$ cat src/rtl/nsearch_pkg.sv
package nsearch_pkg;
    localparam int WORD_W     = 32;
    localparam int ROUNDS     = 64;
    localparam int BLK_WORDS  = 16;
    localparam int ST_WORDS   = 8;
    localparam int CNT_W      = $clog2(ROUNDS);
    localparam int HASH_W     = WORD_W * ST_WORDS;
    localparam int BLK_W      = WORD_W * BLK_WORDS;
    localparam int ZB_W       = $clog2(HASH_W / 8) + 1;

    typedef logic [WORD_W-1:0] word_t;
    typedef logic [HASH_W-1:0] hash_t;
    typedef logic [BLK_W-1:0]  block_t;

    typedef enum logic [2:0] {
        ST_IDLE, ST_PASS1, ST_PASS2, ST_JUDGE, ST_FOUND, ST_EXHAUST
    } srch_state_e;

    localparam hash_t SHA_IV = {
        32'h6a09e667, 32'hbb67ae85, 32'h3c6ef372, 32'ha54ff53a,
        32'h510e527f, 32'h9b05688c, 32'h1f83d9ab, 32'h5be0cd19};

    function automatic word_t rotr(input word_t x, input int n);
        return (x >> n) | (x << (WORD_W - n));
    endfunction

    function automatic word_t bswap(input word_t x);
        return {x[7:0], x[15:8], x[23:16], x[31:24]};
    endfunction

    function automatic word_t big_s0(input word_t x);
        return rotr(x, 2) ^ rotr(x, 13) ^ rotr(x, 22);
    endfunction

    function automatic word_t big_s1(input word_t x);
        return rotr(x, 6) ^ rotr(x, 11) ^ rotr(x, 25);
    endfunction

    function automatic word_t sml_s0(input word_t x);
        return rotr(x, 7) ^ rotr(x, 18) ^ (x >> 3);
    endfunction

    function automatic word_t sml_s1(input word_t x);
        return rotr(x, 17) ^ rotr(x, 19) ^ (x >> 10);
    endfunction

    function automatic word_t round_k(input logic [CNT_W-1:0] i);
        case (i)
            6'd0:  return 32'h428a2f98; 6'd1:  return 32'h71374491;
            6'd2:  return 32'hb5c0fbcf; 6'd3:  return 32'he9b5dba5;
            6'd4:  return 32'h3956c25b; 6'd5:  return 32'h59f111f1;
            6'd6:  return 32'h923f82a4; 6'd7:  return 32'hab1c5ed5;
            6'd8:  return 32'hd807aa98; 6'd9:  return 32'h12835b01;
            6'd10: return 32'h243185be; 6'd11: return 32'h550c7dc3;
            6'd12: return 32'h72be5d74; 6'd13: return 32'h80deb1fe;
            6'd14: return 32'h9bdc06a7; 6'd15: return 32'hc19bf174;
            6'd16: return 32'he49b69c1; 6'd17: return 32'hefbe4786;
            6'd18: return 32'h0fc19dc6; 6'd19: return 32'h240ca1cc;
            6'd20: return 32'h2de92c6f; 6'd21: return 32'h4a7484aa;
            6'd22: return 32'h5cb0a9dc; 6'd23: return 32'h76f988da;
            6'd24: return 32'h983e5152; 6'd25: return 32'ha831c66d;
            6'd26: return 32'hb00327c8; 6'd27: return 32'hbf597fc7;
            6'd28: return 32'hc6e00bf3; 6'd29: return 32'hd5a79147;
            6'd30: return 32'h06ca6351; 6'd31: return 32'h14292967;
            6'd32: return 32'h27b70a85; 6'd33: return 32'h2e1b2138;
            6'd34: return 32'h4d2c6dfc; 6'd35: return 32'h53380d13;
            6'd36: return 32'h650a7354; 6'd37: return 32'h766a0abb;
            6'd38: return 32'h81c2c92e; 6'd39: return 32'h92722c85;
            6'd40: return 32'ha2bfe8a1; 6'd41: return 32'ha81a664b;
            6'd42: return 32'hc24b8b70; 6'd43: return 32'hc76c51a3;
            6'd44: return 32'hd192e819; 6'd45: return 32'hd6990624;
            6'd46: return 32'hf40e3585; 6'd47: return 32'h106aa070;
            6'd48: return 32'h19a4c116; 6'd49: return 32'h1e376c08;
            6'd50: return 32'h2748774c; 6'd51: return 32'h34b0bcb5;
            6'd52: return 32'h391c0cb3; 6'd53: return 32'h4ed8aa4a;
            6'd54: return 32'h5b9cca4f; 6'd55: return 32'h682e6ff3;
            6'd56: return 32'h748f82ee; 6'd57: return 32'h78a5636f;
            6'd58: return 32'h84c87814; 6'd59: return 32'h8cc70208;
            6'd60: return 32'h90befffa; 6'd61: return 32'ha4506ceb;
            6'd62: return 32'hbef9a3f7; default: return 32'hc67178f2;
        endcase
    endfunction
endpackage

$ cat src/rtl/sha_iter_core.sv
module sha_iter_core
    import nsearch_pkg::*;
(
    input  logic   clk,
    input  logic   rst_n,
    input  logic   go,
    input  hash_t  init_st,
    input  block_t blk,
    output logic   done,
    output hash_t  digest
);
    localparam logic [CNT_W-1:0] LAST_RND = CNT_W'(ROUNDS - 1);

    word_t            win [BLK_WORDS];
    word_t            v   [ST_WORDS];
    word_t            cv  [ST_WORDS];
    logic [CNT_W-1:0] rnd;
    logic             run;
    word_t            t1, t2, w_new;

    always_comb begin
        t1    = v[7] + big_s1(v[4]) + ((v[4] & v[5]) ^ (~v[4] & v[6]))
              + round_k(rnd) + win[0];
        t2    = big_s0(v[0]) + ((v[0] & v[1]) ^ (v[0] & v[2]) ^ (v[1] & v[2]));
        w_new = sml_s1(win[14]) + win[9] + sml_s0(win[1]) + win[0];
    end

    always_ff @(posedge clk or negedge rst_n) begin
        if (!rst_n) begin
            run  <= 1'b0;
            done <= 1'b0;
            rnd  <= '0;
        end else if (go) begin
            run  <= 1'b1;
            done <= 1'b0;
            rnd  <= '0;
        end else if (run) begin
            rnd  <= rnd + 1'b1;
            run  <= (rnd != LAST_RND);
            done <= (rnd == LAST_RND);
        end else begin
            done <= 1'b0;
        end
    end

    always_ff @(posedge clk) begin
        if (go) begin
            for (int i = 0; i < BLK_WORDS; i++) win[i] <= blk[BLK_W-1-WORD_W*i -: WORD_W];
            for (int i = 0; i < ST_WORDS; i++) begin
                v[i]  <= init_st[HASH_W-1-WORD_W*i -: WORD_W];
                cv[i] <= init_st[HASH_W-1-WORD_W*i -: WORD_W];
            end
        end else if (run) begin
            for (int i = 0; i < BLK_WORDS - 1; i++) win[i] <= win[i+1];
            win[BLK_WORDS-1] <= w_new;
            v[0] <= t1 + t2;
            v[1] <= v[0];
            v[2] <= v[1];
            v[3] <= v[2];
            v[4] <= v[3] + t1;
            v[5] <= v[4];
            v[6] <= v[5];
            v[7] <= v[6];
        end
    end

    for (genvar g = 0; g < ST_WORDS; g++) begin : g_out
        assign digest[HASH_W-1-WORD_W*g -: WORD_W] = cv[g] + v[g];
    end

    // completion is a single-cycle pulse, never raised mid-run
    a_r2_done_pulse: assert property (@(posedge clk) disable iff (!rst_n)
        done |=> !done);
    a_r2_not_while_running: assert property (@(posedge clk) disable iff (!rst_n)
        run |-> !done);
endmodule

$ cat src/rtl/hash_judge.sv
module hash_judge
    import nsearch_pkg::*;
(
    input  hash_t           hash,
    input  hash_t           target,
    input  logic [ZB_W-1:0] zero_bytes,
    output logic            hit
);
    localparam int NBYTES = HASH_W / 8;

    logic [NBYTES-1:0] byte_ok;

    for (genvar b = 0; b < NBYTES; b++) begin : g_zb
        assign byte_ok[b] = (zero_bytes <= ZB_W'(b)) || (hash[HASH_W-1-8*b -: 8] == 8'h00);
    end

    // early reject: the magnitude compare only counts when the prefix passes
    assign hit = (&byte_ok) && (hash < target);
endmodule

$ cat src/rtl/nonce_search.sv
module nonce_search
    import nsearch_pkg::*;
(
    input  logic         clk,
    input  logic         rst_n,
    input  logic         start,
    input  logic [255:0] mid_state,
    input  logic [95:0]  tail,
    input  logic [31:0]  first_nonce,
    input  logic [255:0] target,
    input  logic [5:0]   zero_bytes,
    output logic         busy,
    output logic         found,
    output logic         exhausted,
    output logic [31:0]  nonce_out
);
    localparam word_t PAD_BIT  = 32'h8000_0000;
    localparam word_t LEN_HDR  = 32'd640;
    localparam word_t LEN_DIG  = 32'd256;

    srch_state_e state_q, state_d;
    word_t       nonce_q;
    logic        fire_q;
    logic        c_done, hit, last;
    hash_t       c_init, c_digest;
    block_t      c_blk;
    logic        can_start;

    assign can_start = (state_q == ST_IDLE) || (state_q == ST_FOUND) || (state_q == ST_EXHAUST);
    assign last      = (nonce_q == '1);

    always_comb begin
        if (state_q == ST_PASS2) begin
            c_init = SHA_IV;
            c_blk  = {c_digest, PAD_BIT, {6*WORD_W{1'b0}}, LEN_DIG};
        end else begin
            c_init = mid_state;
            c_blk  = {bswap(tail[95:64]), bswap(tail[63:32]), bswap(tail[31:0]),
                      bswap(nonce_q), PAD_BIT, {10*WORD_W{1'b0}}, LEN_HDR};
        end
    end

    sha_iter_core u_core (
        .clk     (clk),
        .rst_n   (rst_n),
        .go      (fire_q),
        .init_st (c_init),
        .blk     (c_blk),
        .done    (c_done),
        .digest  (c_digest)
    );

    hash_judge u_judge (
        .hash       (c_digest),
        .target     (target),
        .zero_bytes (zero_bytes),
        .hit        (hit)
    );

    always_comb begin
        state_d = state_q;
        unique case (state_q)
            ST_IDLE, ST_FOUND, ST_EXHAUST: if (start) state_d = ST_PASS1;
            ST_PASS1: if (c_done) state_d = ST_PASS2;
            ST_PASS2: if (c_done) state_d = ST_JUDGE;
            ST_JUDGE: begin
                if (hit)       state_d = ST_FOUND;
                else if (last) state_d = ST_EXHAUST;
                else           state_d = ST_PASS1;
            end
            default: state_d = ST_IDLE;
        endcase
    end

    always_ff @(posedge clk or negedge rst_n) begin
        if (!rst_n) state_q <= ST_IDLE;
        else        state_q <= state_d;
    end

    always_ff @(posedge clk or negedge rst_n) begin
        if (!rst_n) begin
            nonce_q <= '0;
            fire_q  <= 1'b0;
        end else begin
            fire_q <= 1'b0;
            if (can_start && start) begin
                nonce_q <= first_nonce;
                fire_q  <= 1'b1;
            end else if (state_q == ST_PASS1 && c_done) begin
                fire_q  <= 1'b1;
            end else if (state_q == ST_JUDGE && !hit && !last) begin
                nonce_q <= nonce_q + 1'b1;
                fire_q  <= 1'b1;
            end
        end
    end

    always_comb begin
        busy      = (state_q == ST_PASS1) || (state_q == ST_PASS2) || (state_q == ST_JUDGE);
        found     = (state_q == ST_FOUND);
        exhausted = (state_q == ST_EXHAUST);
        nonce_out = nonce_q;
    end

    // a held result does not move without a new start
    a_r8_found_holds: assert property (@(posedge clk) disable iff (!rst_n)
        (found && !start) |=> (found && $stable(nonce_out)));
    // exhaustion is only ever reported at the top of the nonce space
    a_r7_exhaust_top: assert property (@(posedge clk) disable iff (!rst_n)
        exhausted |-> (nonce_out == 32'hFFFF_FFFF));
    // each new trial after a judge uses the next nonce
    a_r4_sweep_step: assert property (@(posedge clk) disable iff (!rst_n)
        ((state_q == ST_PASS1) && ($past(state_q) == ST_JUDGE)) |-> (nonce_q == $past(nonce_q) + 1'b1));
    // a reported solution lay strictly below the target when judged
    a_r5_found_below: assert property (@(posedge clk) disable iff (!rst_n)
        $rose(found) |-> $past(c_digest < target));
    // start during a run leaves the nonce alone
    a_r9_start_ignored: assert property (@(posedge clk) disable iff (!rst_n)
        (busy && state_q != ST_JUDGE) |=> (nonce_q == $past(nonce_q)));
endmodule

$ cat config.mk
export PLATFORM = sky130hd
export DESIGN_NAME = nonce_search
export DESIGN_NICKNAME = d
export VERILOG_FILES = /design/src/rtl/nsearch_pkg.sv /design/src/rtl/sha_iter_core.sv /design/src/rtl/hash_judge.sv /design/src/rtl/nonce_search.sv
export SDC_FILE = /design/constraint.sdc
export NUM_CORES = 2
export LEC_CHECK = 0
export BUFFER_PORTS_ARGS = -buffer_cell sky130_fd_sc_hd__clkbuf_2
export CORE_MARGIN = 4
export CORE_UTILIZATION = 55
export DETAILED_ROUTE_END_ITERATION = 6
export PLACE_DENSITY = 0.83
export SLEW_MARGIN = 20
export SYNTH_ARGS = -nofsm -noshare
export SYNTH_HDL_FRONTEND = slang
export SYNTH_SLANG_ARGS = --single-unit
$ cat constraint.sdc
create_clock -name clk -period 16.1 [get_ports clk]
set_clock_uncertainty 0.1 [all_clocks]
set_input_delay 3.22 -clock clk [delete_from_list [all_inputs] [get_ports clk]]
set_output_delay 3.22 -clock clk [all_outputs]
set_load 0.005 [all_outputs]
## Word level (Yosys, flattened, before mapping)

Memory sizes are Yosys's and may differ from the RTL's.
Cells that the tools add are included.

- Output and inout port bits: 35
- Memory bits (read-only): 2048
- Flip-flop bits (word level): 44
- Memory bits (writable): 1024
- Memories kept: 4
- Bits of input ports: 649
- Logic and storage cells: 257

- $add $sub $neg: 20
- Equal/unequal tests: 12
- Mux-type cells: 49
- $lt $le $gt $ge: 33
- Reductions and logical operators: 82
- Bitwise operators: 51

Memory list:

| name | depth | bits a word | read ports | clocked after memory_dff | wr ports | line | source |
|---|---|---|---|---|---|---|---|
| (no name shown) | 64 | 32 | 1 | 0 | 0 | nsearch_pkg.sv:48 | `case (i)` |
| u_core.win | 16 | 32 | 16 | 0 | 16 | sha_iter_core.sv:14 | `word_t win [BLK_WORDS];` |
| u_core.cv | 8 | 32 | 8 | 0 | 8 | sha_iter_core.sv:16 | `word_t cv [ST_WORDS];` |
| u_core.v | 8 | 32 | 8 | 0 | 8 | sha_iter_core.sv:15 | `word_t v [ST_WORDS];` |

Operator list:

| kind | number |
|---|---|
| 32-bit two-way mux | 27 |
| 32-bit adder | 18 |
| 512-bit two-way mux | 1 |
| 32-bit XOR | 9 |
| 8-bit zero test | 32 |
| 256-bit < comparator | 1 |
| 256-bit two-way mux | 1 |
| 32-bit bitwise AND | 5 |
| 6-bit by 5-bit <= comparator with 1-bit output, second input constant | 16 |
| 6-bit by 4-bit <= comparator with 1-bit output, second input constant | 8 |
| 1-bit logical OR | 36 |
| 32-bit by 1-bit adder with 32-bit output, second input constant | 1 |
| 32-bit equality test, second input constant | 1 |
| 32-bit inverter | 1 |
| 10-bit by 32-bit bitwise OR with 32-bit output | 1 |
| 13-bit by 32-bit bitwise OR with 32-bit output | 1 |
| 14-bit by 32-bit bitwise OR with 32-bit output | 1 |
| 15-bit by 32-bit bitwise OR with 32-bit output | 1 |
| 19-bit by 32-bit bitwise OR with 32-bit output | 1 |
| 21-bit by 32-bit bitwise OR with 32-bit output | 1 |
| 25-bit by 32-bit bitwise OR with 32-bit output | 1 |
| 26-bit by 32-bit bitwise OR with 32-bit output | 1 |
| 30-bit by 32-bit bitwise OR with 32-bit output | 1 |
| 7-bit by 32-bit bitwise OR with 32-bit output | 1 |
| 26 further kinds | 80 |

## Longest topological paths before layout

An unclocked memory read counts as a cell.

- Word-level depth: 12
- Gate-level depth with buffers: 44
- Mapped depth without buffers: 41

## Modules after synthesis

A second synthesis with hierarchy kept.

- Cells, all modules: 8777
- Area, all modules: 81460.6 sq um

Modules (own cells, without submodules):

| module | sequential area each (sq um) | cells an instance | instances | area each (sq um) |
|---|---|---|---|---|
| sha_iter_core | 30949.7 | 6597 | 1 | 67694.9 |
| hash_judge | 0.0 | 1070 | 1 | 7410.9 |
| nonce_search | 900.9 | 1110 | 1 | 6354.8 |

## Worst setup path before layout

Ideal clock, no wire load.

- Kind: register to register
- Start point: register fire_q
- End point: memory u_core.v[0][0] in the netlist's numbering, enable pin
- Slack: -0.493 ns
- Arrival time: 15.670 ns
- Buffers on the path: 3
- Cell stages (with the launch flop): 5
- Required time: 15.177 ns
- Setup time: 0.823 ns
- Period minus slack after synthesis: 16.593 ns
- Cells stage by stage: dfrtp_1 -> clkbuf_1 -> clkbuf_1 -> clkbuf_1 -> or2_2

RTL lines:

| element | line | source |
|---|---|---|
| from (decl) | nonce_search.sv:23 | `logic fire_q;` |
| from (signal assigned) | nonce_search.sv:83 | `fire_q <= 1'b0;` |
| from (signal assigned) | nonce_search.sv:85 | `fire_q <= 1'b0;` |
| from (signal assigned) | nonce_search.sv:88 | `fire_q <= 1'b1;` |
| to (decl) | sha_iter_core.sv:15 |  |

==> reports/qor.csv <==
metric,value,unit
wl_met3,46500,um
path_class,flop to flop,
rr_startpoint,u_core.rnd[0]$_DFFE_PN0P_,
io_pins,684,
clockRootBuffer,clkbuf_16,
utilization,61.7,%
m1WireLength,133000,um
antenna_found_initial,45,
violations,DRC,
grt_pass1_vias,65100,
rows,139,
ys_ff_latch,1068,
coreArea,0.144,mm2
synth-async-reset-ratio,4.12,%
layout-drive-gt1-share,14.8,%
holdCritPathClass,flop to flop,
hold_buffers,0,
grt_pass1_wl,481000,um
vias_per_cell,6.68,
clock_latency,0.76,ns
yosysUniqueCellTypes,115,
tns,0,ns
r2r_slack,5.52,ns
worst_hold_path.endpoint,u_core.win[0][296]$_SDFFCE_PN0P_,
period_share,65.7,%
holdPathStages,1,
crit_start,u_core.rnd[0]$_DFFE_PN0P_,
synth_top_area_share,38.7,%
grt_usage,44.9,%
reg2regPathDepth,38,
rsz0062_at_grt,no,
wl,350000,um
drc,3,
cts_made_buffers,116,
drt_first_iter_violations,10300,
wl_per_cell,33.5,um
cts.htree.levels,3,
drv_cap,0,
max_slew_margin,9.72,%
worst_pin_slew,1.34,ns
die_y,388,um
synth.largest_area_cell,edfxtp_1,
cp_max_fo,26,
syn-num-nets,9381,
hpwl,282000,um
cts_resized,0,
crit_top_cell,inv_1,
crit_arrival,11.07,ns
synth_area,0.0795,mm2
ant_nets,0,
syn_inst,7888,
die_area,0.151,mm2
met2_wirelength,142000,um
synthTopCellsByArea,"edfxtp_1 (39%), ha_1 (10%), fa_1 (4.9%)",
timing.fmax,94.5,MHz
vias,69800,
required,16.59,ns
clkTransAtPathRegs,0.06,ns
firstDrtPassIters,7,
r2r_end,u_core.v[0][31]$_DFFE_PP_,
ys.flop_type,edfxtp_1,
setup_violations,0,
start_util,55.3,%
nNetsFinal,9908,
layout_commonest_cell,edfxtp_1,
post_cts_buffers,0,
cts_tree,yes,
critical_path.max_stage_delay,0.60,ns
ys.warnings.count,0,
syn_area_per_cell,10.1,um2
syn_to_final_growth,11.4,%
grt_overflow,0,
synth_seq_area_share,40.1,%
status,"complete, but fails checks",
min_from,u_core.win[0][328]$_SDFFCE_PP0P_,
port_buffers,683,
die_x,388,um
slowest_stage,ha_1,
cts_sinks,1068,
cts_buffer_depth,3,
hold_violations,0,
grt_max_degree,181,
slew_viol_final,0,
place_congestion,1.10,
synth_edf_count,1024,
period_minus_slack,10.58,ns
crit_path_start_kind,flop,
fillers,11900,
dr.max_layer_used,met5,
final_cell_mix,"edfxtp_1 (1024), clkbuf_2 (683), ha_1 (649)",
cp-end-kind,flop,
how the worst max path moves through the flow:
stage | endpoint | slack, ns | cells past startpoint
detailed placement | u_core.v[0][31]$_DFFE_PP_ | 5.78 | 39
global placement | u_core.v[0][31]$_DFFE_PP_ | 5.78 | 39
CTS | u_core.v[0][31]$_DFFE_PP_ | 5.74 | 39
global route | u_core.v[0][31]$_DFFE_PP_ | 4.91 | 36
floorplan | u_core.v[0][0]$_DFFE_PP_ | 3.44 | 4
finish | u_core.v[0][31]$_DFFE_PP_ | 5.52 | 38
metal layers:
metal / up-vias / GRT usage, %
met5: - / 0
met2: 5172 / 63.4
li1: 29600 / -
met4: 24 / 27.7
met1: 34000 / 61.0
met3: 953 / 12.9
cells in the mapped netlist (93+ instances only):
master / n
a21o_1: 169
a21oi_1: 519
a22o_1: 113
a31oi_1: 153
and2_1: 212
clkbuf_1: 322
edfxtp_1: 1024
fa_1: 195
ha_1: 649
inv_1: 589
mux2_2: 211
nand2_1: 607
nand2b_1: 184
nand3_1: 93
nor2_1: 486
nor2b_1: 221
nor3_1: 105
o21ai_0: 397
xnor2_1: 403
xor2_1: 171
stage by stage:
stage | cells | setup slack, ns | area, um2 | hold slack [ns]
6_report | 10400 | 5.52 | 88600 | 0.418
3_5_place_dp | 10200 | 5.78 | 84600 | 0.405
3_3_place_gp | 10200 | 5.78 | 84600 | 0.399
4_1_cts | 10400 | 5.74 | 88500 | 0.421
2_1_floorplan | 7888 | 3.44 | 79500 | 0.384
5_1_grt | 10400 | 4.91 | 88500 | 0.429
state kept, by name (all words and copies together), names as in the netlist:
| register | cells |
|---|---|
| u_core.win | 512 |
| u_core.cv | 256 |
| u_core.v | 256 |
| nonce_out | 32 |
| u_core.rnd | 6 |
| state_q | 3 |
| fire_q | 1 |
| u_core.done | 1 |
| u_core.run | 1 |
final cells by class:
class | instances | area (um2) | area share, %
clock inverters | 77 | 803 | 0.907
inverters | 592 | 2220 | 2.51
well taps | 1903 | 2380 | 2.69
multi-input cells | 5869 | 44100 | 49.8
clock buffers | 140 | 3020 | 3.41
flip-flops and latches | 1068 | 31900 | 36.0
repair buffers | 768 | 4120 | 4.65
diodes | 28 | 70.1 | 0.0791
cell families after synthesis:
| family | Yosys count | synth area share, % |
|---|---|---|
| AO/OA/AOI/OAI | 1931 | 15.8 |
| XOR/XNOR | 575 | 6.35 |
| adder cells (fa/ha/maj) | 867 | 15.4 |
| buffers and inverters | 951 | 4.58 |
| flip-flops | 1068 | 40.1 |
| multiplexers | 254 | 3.63 |
| AND/OR/NAND/NOR | 2242 | 14.2 |
critical path: cells and delay by family (launching register included):
family	cells	cell delay [ns]
AOI/OAI and AO/OA	16	3.34
xor gates and xnor gates	2	0.76
adders and majority gates	7	3.27
buffers and inverters	7	1.02
DFF	1	0.32
and+or+nand+nor	6	1.60
Power is left out: the tool's default activity adds up to more than one toggle a clock period on the data nets, which glitch-free logic cannot reach.
